## config.mk

```make
export PLATFORM = sky130hd
export DESIGN_NAME = wg_burst_wait
export DESIGN_NICKNAME = d
export VERILOG_FILES = /design/src/rtl/wg_pkg.sv /design/src/rtl/wg_rst_sync.sv /design/src/rtl/wg_cfg_reg.sv /design/src/rtl/wg_lat_ctr.sv /design/src/rtl/wg_data_src.sv /design/src/rtl/wg_stall_drv.sv /design/src/rtl/wg_burst_wait.sv
export SDC_FILE = /design/constraint.sdc
export NUM_CORES = 1
export LEC_CHECK = 0
export BUFFER_PORTS_ARGS = -buffer_cell sky130_fd_sc_hd__buf_4
export CAP_MARGIN = 25
export CELL_PAD_IN_SITES_DETAIL_PLACEMENT = 1
export CELL_PAD_IN_SITES_GLOBAL_PLACEMENT = 2
export CORE_ASPECT_RATIO = 0.7
export CORE_MARGIN = 2
export CORE_UTILIZATION = 29
export CTS_CLUSTER_SIZE = 24
export DETAILED_ROUTE_END_ITERATION = 16
export PLACE_DENSITY = 0.9
export SLEW_MARGIN = 10
export SYNTH_ARGS = -nofsm -noshare
export SYNTH_HDL_FRONTEND = slang
export SYNTH_SLANG_ARGS = --single-unit
```

## constraint.sdc

```tcl
create_clock -name clk -period 1.12 [get_ports clk]
set_input_delay 0.112 -clock clk [delete_from_list [all_inputs] [get_ports clk]]
set_output_delay 0.112 -clock clk [all_outputs]
set_load 0.03 [all_outputs]
```

## src/rtl/wg_pkg.sv

```systemverilog
package wg_pkg;
  localparam int CFG_W    = 16;
  localparam int MODE_BIT = 15;
  localparam int POL_BIT  = 10;
  localparam int LAT_LSB  = 11;
  localparam int LAT_W    = 3;
  localparam int CNT_W    = LAT_W + 1;

  typedef struct packed {
    logic             async_md;
    logic             pol_hi;
    logic [LAT_W-1:0] lat;
  } wg_cfg_t;

  localparam wg_cfg_t CFG_DEFAULT = '{async_md: 1'b1, pol_hi: 1'b1, lat: 3'd4};

  // latency code to edge count; zero selects the longest setting
  function automatic logic [CNT_W-1:0] eff_lat(input logic [LAT_W-1:0] code);
    if (code == '0) return CNT_W'(1 << LAT_W);
    else            return CNT_W'(code);
  endfunction

  function automatic wg_cfg_t decode_cfg(input logic [CFG_W-1:0] w);
    wg_cfg_t c;
    c.async_md = w[MODE_BIT];
    c.pol_hi   = w[POL_BIT];
    c.lat      = w[LAT_LSB +: LAT_W];
    return c;
  endfunction
endpackage

```

## src/rtl/wg_rst_sync.sv

```systemverilog
module wg_rst_sync #(
  parameter int STAGES = 2
) (
  input  logic clk,
  input  logic arst_n,
  output logic rst_n_o
);
  logic [STAGES-1:0] sync_q;
  logic [STAGES-1:0] sync_d;

  always_comb sync_d = {sync_q[STAGES-2:0], 1'b1};

  always_ff @(posedge clk or negedge arst_n) begin
    if (!arst_n) sync_q <= '0;
    else         sync_q <= sync_d;
  end

  assign rst_n_o = sync_q[STAGES-1];
endmodule

```

## src/rtl/wg_cfg_reg.sv

```systemverilog
module wg_cfg_reg
  import wg_pkg::*;
(
  input  logic             clk,
  input  logic             rst_n,
  input  logic             wr_en,
  input  logic [CFG_W-1:0] wr_data,
  output wg_cfg_t          cfg_o
);
  wg_cfg_t cfg_q, cfg_d;

  always_comb begin
    cfg_d = cfg_q;
    if (wr_en) cfg_d = decode_cfg(wr_data);
  end

  always_ff @(posedge clk or negedge rst_n) begin
    if (!rst_n) cfg_q <= CFG_DEFAULT;
    else        cfg_q <= cfg_d;
  end

  assign cfg_o = cfg_q;
endmodule

```

## src/rtl/wg_lat_ctr.sv

```systemverilog
module wg_lat_ctr
  import wg_pkg::*;
(
  input  logic             clk,
  input  logic             rst_n,
  input  logic             chip_en_n,
  input  logic             addr_vld_n,
  input  logic [LAT_W-1:0] lat_code,
  output logic             vld_o,
  output logic             vld_next_o,
  output logic [CNT_W-1:0] cnt_o
);
  logic [CNT_W-1:0] cnt_q, cnt_d;
  logic             vld_q, vld_d;

  always_comb begin
    cnt_d = cnt_q;
    vld_d = vld_q;
    if (chip_en_n) begin
      cnt_d = '0;
      vld_d = 1'b0;
    end else if (!addr_vld_n) begin
      cnt_d = eff_lat(lat_code);
      vld_d = 1'b0;
    end else if (cnt_q != '0) begin
      cnt_d = cnt_q - 1'b1;
      if (cnt_q == CNT_W'(1)) vld_d = 1'b1;
    end
  end

  always_ff @(posedge clk or negedge rst_n) begin
    if (!rst_n) begin
      cnt_q <= '0;
      vld_q <= 1'b0;
    end else begin
      cnt_q <= cnt_d;
      vld_q <= vld_d;
    end
  end

  assign vld_o      = vld_q;
  assign vld_next_o = vld_d;
  assign cnt_o      = cnt_q;
endmodule

```

## src/rtl/wg_data_src.sv

```systemverilog
module wg_data_src #(
  parameter int          DW      = 16,
  parameter logic [15:0] NA_WORD = 16'h0089
) (
  input  logic          clk,
  input  logic          rst_n,
  input  logic          chip_en_n,
  input  logic          out_en_n,
  input  logic          addr_vld_n,
  input  logic [DW-1:0] addr,
  input  logic          rd_space,
  input  logic          vld,
  output logic [DW-1:0] dq_out,
  output logic          dq_oe,
  output logic          space_o
);
  logic [DW-1:0] ptr_q, ptr_d;
  logic          space_q, space_d;

  always_comb begin
    ptr_d   = ptr_q;
    space_d = space_q;
    if (!chip_en_n && !addr_vld_n) begin
      ptr_d   = addr;
      space_d = rd_space;
    end else if (!chip_en_n && vld) begin
      ptr_d = ptr_q + 1'b1;
    end
  end

  always_ff @(posedge clk or negedge rst_n) begin
    if (!rst_n) begin
      ptr_q   <= '0;
      space_q <= 1'b0;
    end else begin
      ptr_q   <= ptr_d;
      space_q <= space_d;
    end
  end

  assign dq_out  = space_q ? DW'(NA_WORD) : ptr_q;
  assign dq_oe   = ~chip_en_n & ~out_en_n;
  assign space_o = space_q;
endmodule

```

## src/rtl/wg_stall_drv.sv

```systemverilog
module wg_stall_drv (
  input  logic clk,
  input  logic rst_n,
  input  logic chip_en_n,
  input  logic out_en_n,
  input  logic wr_en_n,
  input  logic async_md,
  input  logic pol_hi,
  input  logic vld_next,
  output logic stall_o,
  output logic stall_oe
);
  logic active;
  logic want_stall;
  logic lvl_q, lvl_d;

  always_comb begin
    active     = ~chip_en_n & ~out_en_n;
    want_stall = ~async_md & wr_en_n & ~vld_next;
    lvl_d      = lvl_q;
    if (active) lvl_d = pol_hi ? want_stall : ~want_stall;
  end

  always_ff @(posedge clk or negedge rst_n) begin
    if (!rst_n) lvl_q <= 1'b0;
    else        lvl_q <= lvl_d;
  end

  assign stall_o  = lvl_q;
  assign stall_oe = active;
endmodule

```

## src/rtl/wg_burst_wait.sv

```systemverilog
module wg_burst_wait
  import wg_pkg::*;
#(
  parameter int          DW          = 16,
  parameter int          SYNC_STAGES = 2,
  parameter logic [15:0] NA_WORD     = 16'h0089
) (
  input  logic          clk,
  input  logic          bus_rst_n,
  input  logic          chip_en_n,
  input  logic          out_en_n,
  input  logic          wr_en_n,
  input  logic          addr_vld_n,
  input  logic [DW-1:0] addr,
  input  logic          rd_space,
  input  logic          cfg_we,
  input  logic [15:0]   cfg_wdata,
  output logic [DW-1:0] dq_out,
  output logic          dq_oe,
  output logic          stall_o,
  output logic          stall_oe
);
  logic             rst_sync_n;
  wg_cfg_t          cfg_q;
  logic             lat_vld;
  logic             lat_vld_next;
  logic [CNT_W-1:0] lat_cnt;
  logic             data_space;

  wg_rst_sync #(.STAGES(SYNC_STAGES)) rst_i (
    .clk(clk), .arst_n(bus_rst_n), .rst_n_o(rst_sync_n)
  );

  wg_cfg_reg cfg_i (
    .clk(clk), .rst_n(rst_sync_n), .wr_en(cfg_we),
    .wr_data(CFG_W'(cfg_wdata)), .cfg_o(cfg_q)
  );

  wg_lat_ctr lat_i (
    .clk(clk), .rst_n(rst_sync_n), .chip_en_n(chip_en_n),
    .addr_vld_n(addr_vld_n), .lat_code(cfg_q.lat),
    .vld_o(lat_vld), .vld_next_o(lat_vld_next), .cnt_o(lat_cnt)
  );

  wg_data_src #(.DW(DW), .NA_WORD(NA_WORD)) data_i (
    .clk(clk), .rst_n(rst_sync_n), .chip_en_n(chip_en_n),
    .out_en_n(out_en_n), .addr_vld_n(addr_vld_n), .addr(addr),
    .rd_space(rd_space), .vld(lat_vld), .dq_out(dq_out),
    .dq_oe(dq_oe), .space_o(data_space)
  );

  wg_stall_drv stall_i (
    .clk(clk), .rst_n(rst_sync_n), .chip_en_n(chip_en_n),
    .out_en_n(out_en_n), .wr_en_n(wr_en_n), .async_md(cfg_q.async_md),
    .pol_hi(cfg_q.pol_hi), .vld_next(lat_vld_next),
    .stall_o(stall_o), .stall_oe(stall_oe)
  );
endmodule

```

-- Word-level counts from Yosys, hierarchy flattened
Index checks and enable logic that the tools add are counted.
- flip-flop bits (word level): 30
- latch bits: 0
- bits in writable memories: 0
- bits in read-only memories: 0
- input port bits: 40
- output and inout port bits: 19
- logic and storage cells: 40
- memories kept: 0
- add/subtract/negate cells: 2
- multiply operators: 0
- divide/modulo/power cells: 0
- magnitude comparators: 0
- eq/ne operators: 2
- shift operators: 0
- mux-type cells: 12
- bitwise gates (word level): 8
- reductions and logical operators: 7
- operators by type and width (cell ; number):
    two-way mux 16 bit ; 3
    adder 16 x 1 -> 16 bit, second input constant ; 1
    two-way mux 4 bit ; 4
    two-way mux 1 bit ; 5
    NOT 1 bit ; 5
    == test 4 x 1 -> 1 bit, second input constant ; 1
    nonzero test 4 bit ; 1
    subtractor 4 x 1 -> 4 bit, second input constant ; 1
    bitwise AND 1 bit ; 3
    logical NOT 3 bit ; 1
    != test 3 x 2 -> 1 bit, second input constant ; 1
    logical AND 1 bit ; 2
    logical NOT 1 bit ; 2
    nonzero test 2 bit ; 1

-- Depth between registers and ports, before layout
- word-level depth: 9
- depth in mapped cells: 6
- depth with buffers taken out: 6

-- Cells and area by module
From an unflattened synthesis, not the netlist that was laid out.
- cells, all modules: 180
- area, all modules: 1740.4 µm²
- modules (own cells, without submodules) (module ; instances ; cells an instance ; area an instance (µm²) ; seq. area each (µm²)):
    wg_data_src ; 1 ; 129 ; 1099.8 ; 425.4
    wg_lat_ctr ; 1 ; 33 ; 336.6 ; 125.1
    wg_cfg_reg ; 1 ; 10 ; 185.2 ; 128.9
    wg_stall_drv ; 1 ; 5 ; 65.1 ; 25.0
    wg_rst_sync ; 1 ; 3 ; 53.8 ; 50.0

-- Least setup slack after synthesis
Ideal clock, no wire load.
- path type: register to register
- from: register lat_i.cnt_q[0] (netlist: lat_i.cnt_o[0])
- to: register stall_i.lvl_q (netlist: stall_i.stall_o)
- setup time: 0.110 ns
- arrival: 1.420 ns
- required time: 1.010 ns
- setup slack: -0.410 ns
- stages on the path, launching flop included: 7
- buffers on the path: 0
- clock period less this slack: 1.530 ns
- cells stage by stage: dfrtp_1 > inv_1 > ha_1 > nor4b_1 > o21ai_0 > and3_1 > o41ai_1
- word-level cells in the longest chain between the ends: 9
- elaborated cells between the ends (all ways): 10
- those cells by class: eq/ne: 1; mux: 5; bitwise: 3; reduce/logical: 1
- ends and longest elaborated chain (what ; line ; source):
    start, declared ; wg_lat_ctr.sv:13 ; logic [CNT_W-1:0] cnt_q, cnt_d;
    start signal, assigned ; wg_lat_ctr.sv:36 ; cnt_q <= cnt_d;
    == test 4 x 1 -> 1 bit ; wg_lat_ctr.sv:27 ; if (cnt_q == CNT_W'(1)) vld_d = 1'b1;
    two-way mux 1 bit ; wg_lat_ctr.sv:27 ;
    two-way mux 1 bit (*) ; wg_lat_ctr.sv:25 ; end else if (cnt_q != '0) begin
    two-way mux 1 bit (*) ; wg_lat_ctr.sv:22 ; end else if (!addr_vld_n) begin
    two-way mux 1 bit (*) ; wg_lat_ctr.sv:19 ; if (chip_en_n) begin
    NOT 1 bit (*) ; wg_stall_drv.sv:19 ; want_stall = ~async_md & wr_en_n & ~vld_next;
    bitwise AND 1 bit (*) ; wg_stall_drv.sv:19 ;
    NOT 1 bit ; wg_stall_drv.sv:21 ; if (active) lvl_d = pol_hi ? want_stall : ~want_stall;
    two-way mux 1 bit (*) ; wg_stall_drv.sv:21 ;
    end signal, assigned ; wg_stall_drv.sv:26 ; else lvl_q <= lvl_d;
    end, declared ; wg_stall_drv.sv:15 ; logic lvl_q, lvl_d;
Every way passes the cells marked *; elsewhere a longest branch is shown, timed or not.
A chain may end at the register's enable or synchronous reset.

-- Worst setup path in the final report
Same ends and word-level chain as after synthesis.

==> impl_metrics.csv <==
group,metric,value,unit
run_status,status,"finished, violations left",
run_status,violations,"setup timing",
sta,finClkSkew,0.00775,ns
clocking,cts_made_buffers,5,
synthesis,synth_area,0.00175,mm²
route,top_layer,"met4",
sta,fin_crit_sh,143,%
sta,fin_worst_hold_slack,0.00790,ns
flow_run,cap_violations,0,
synthesis,synth_nets,237,
final_layout,area.sequential,762,µm²
grt,grt_pass1_vias,2281,
route,first_iter_violations,132,
grt,antenna_found_initial,0,
pwr,total_power,4.70,mW
sta,max_clock_freq,623,MHz
sta,finalCriticalPeriod,1.61,ns
synthesis,async_flop_share,100,%
worst_setup_path,cp_max_fo,3,
sta,fin_setup_tns,-9.80,ns
sta,setup_viol,38,
grt,grt_max_degree,29,
placement,post-dp-hpwl,4.64,mm
synthesis,ys_ff_latch,30,
pwr,leakage,1.55,nW
pwr,p_per_area,1350,mW/mm²
grt,grt_pass1_wl,12.9,mm
route,wl_per_cell,23.0,µm
final_layout,diodes,0,
placement,gp_congestion,0.862,
floorplanning,fp-row-count,23,
synthesis,synthTopCellsByArea,"dfrtp_1, nor2b_1, dfstp_2",
floorplanning,top_level_ports,59,
floorplanning,core-area,0.00578,mm²
synthesis,synth_top_cell_area_share,38.6,%
worst_setup_path,startpoint_type,"flip-flop",
final_layout,final_core_util,60.3,%
worst_setup_path,crit_type,"reg -> reg",
route,wirelength,9.03,mm
final_layout,final_nets,361,
synthesis,ys_top_cells_by_count,"dfrtp_1, nand2_1, nor2_1, nor2b_1, nand3_1",
final_layout,multi_input_area,0.00134,mm²
synthesis,synth.most_common_cell,"dfrtp_1",
final_layout,layout-drive-gt1-share,66.4,%
final_layout,fillers,627,
placement,dp_worst_setup_slack,-0.479,ns
worst_setup_path,critPathArrivalTime,1.78,ns
grt,overflow,0,
synthesis,ys.flop_type,"dfrtp_1",
clocking,clock_sinks,30,
floorplanning,dieArea,0.00669,mm²
clocking,tritoncts,"built",
final_layout,area_growth_syn_to_layout,99.2,%
sta,tightest_slew,0.509,ns
pwr,vdd_drop_max,0.576,mV
floorplanning,fp.dieW,96.9,µm
synthesis,ys_seq_area_share,43.1,%
hold_path,min_path_type,"in -> reg",
route,drc_errors,0,
sta,fin_ws,-0.485,ns
hold_path,worstHoldStart,"rd_space",
clocking,clock_latency,0.30,ns
route,wl_met2,4.47,mm
route,wl_met1,3.68,mm
final_layout,fin_area,0.00349,mm²
sta,timing.slew.headroom,65.9,%
worst_setup_path,cp-end-kind,"flip-flop",
grt,track_usage,25.2,%
synthesis,synth.avg_cell_area,9.08,µm²
floorplanning,initial_core_util,30.3,%
synthesis,postSynthCellCount,193,
worst_setup_path,cp_data_required_time,1.30,ns
placement,portBuffers,47,
clocking,clock-root-buffer,"clkbuf_8",
sta,rsz0062_at_grt,"yes",
route,viasPerCell,5.41,
final_layout,layout.cells.non_filler,393,
route,first_pass_iters,5,
placement,dp_cells,362,
route,vias,2127,
clocking,path_clk_slew,0.07,ns
synthesis,synth-edff-count,0,
clocking,htree_levels,2,
worst_setup_path,critPathLaunch,"lat_i.cnt_o[0]$_DFFE_PN0P_",
placement,dpl_cell_area,0.00270,mm²
route,wl_met3,586,µm
synthesis,yosys.area.top_type,"dfrtp_1",
synthesis,ys_warn_count,0,
synthesis,ys_types,42,
sta,finalHoldViolCount,0,
route,drtAntennaViolNets,0,
worst_setup_path,regToRegStartpoint,"lat_i.cnt_o[0]$_DFFE_PN0P_",
clocking,cts.path.max_buffers,2,
floorplanning,die_h,69.0,µm
sta,finalMaxSlewViolations,0,
[worst max-delay path, stage by stage (launching register included)]
cell and delay [ns]:
dfrtp_1 0.42, inv_2 0.09, ha_4 0.18, nor4b_4 0.23
o21ai_2 0.11, buf_4 0.16, a21oi_1 0.21, o41ai_2 0.08
[power breakdown]
part	total, mW	internal (mW)	switching, mW
logic	2.17	1.13	1.05
clock network	1.13	0.655	0.480
registers	1.39	1.23	0.158
total	4.70	3.01	1.68
[timing repair]
action | 4_1_cts | 5_1_grt
gates resized for setup | 89 | 31
gates cloned | 1 | 0
hold endpoints to repair | 2 | 0
hold buffers | 1 | 0
setup endpoints to repair | 38 | 38
buffers inserted | 14 | 10
pin swaps | 30 | 24
[cell usage in the layout, fill, tap and decap left out, types with 3 or more instances in the layout]
| cell | instances |
|---|---|
| dfstp_2 | 3 |
| inv_1 | 3 |
| nand2_4 | 3 |
| nand2b_1 | 5 |
| o21ai_1 | 4 |
| dfrtp_2 | 6 |
| nor2b_1 | 4 |
| buf_12 | 3 |
| nor2b_4 | 9 |
| dfrtp_1 | 21 |
| nand3_2 | 4 |
| o22a_1 | 6 |
| nand3_1 | 3 |
| buf_6 | 38 |
| nor2_4 | 4 |
| clkbuf_8 | 5 |
| nor2_1 | 7 |
| nand3_4 | 3 |
| xnor2_1 | 4 |
| buf_4 | 84 |
| or4_4 | 3 |
| o211ai_1 | 6 |
| mux2_2 | 4 |
| or2_4 | 5 |
| nand2_1 | 18 |
| a21oi_1 | 4 |
| nand4_1 | 3 |
| a22oi_1 | 4 |
| ha_4 | 4 |
| and3_4 | 3 |
[area by class of cell]
class | instances | area share [%]
multi-input combinational | 146 | 38.3
timing repair buffer | 127 | 33.1
sequential | 30 | 21.8
tap | 75 | 2.69
clock buffer | 5 | 1.97
clock inverter | 3 | 1.15
inverter | 7 | 0.896
[sequential cells by signal, summed over array words and instances, names as in the netlist]
| register | count |
|---|---|
| rst_i.sync_q | 2 |
| data_i.ptr_q | 16 |
| cfg_i.cfg_o | 5 |
| data_i.space_o | 1 |
| lat_i.cnt_o | 4 |
| stall_i.stall_o | 1 |
| lat_i.vld_o | 1 |
[cell families after synthesis]
logic type               after synthesis  synth area share (%)
AND/OR/NAND/NOR                       87                  26.4
AO/OA/AOI/OAI                         44                  17.9
flip-flops                            30                  43.1
buffers and inverters                 17                  4.07
XOR/XNOR                               6                  3.00
adder cells (fa/ha/maj)                4                  2.86
multiplexers                           4                  2.57
other                                  1                 0.214
[final timing paths]
check | to | slack [ns] | cells after the start
setup / recovery | stall_i.stall_o$_DFFE_PN0P_ | -0.49 | 7
hold / removal | data_i.space_o$_DFFE_PN0P_ | 0.008 | 3
setup reg to reg | stall_i.stall_o$_DFFE_PN0P_ | -0.49 | 7
hold reg to reg | data_i.ptr_q[6]$_DFFE_PN0P_ | 0.27 | 1
max in group asynchronous | cfg_i.cfg_o[2]$_DFFE_PN1P_ | 0.53 | 1
min in group asynchronous | rst_i.sync_q[0]$_DFF_PN0_ | 0.11 | 2
[layer usage]
| metal | up-vias | global-route usage, % |
|---|---|---|
| met2 | 83 | 41.0 |
| met5 | - | 0 |
| met4 | 0 | 9.08 |
| li1 | 946 | - |
| met1 | 1072 | 33.0 |
| met3 | 26 | 5.78 |
No activity file was read; power rests on OpenSTA's default activity.
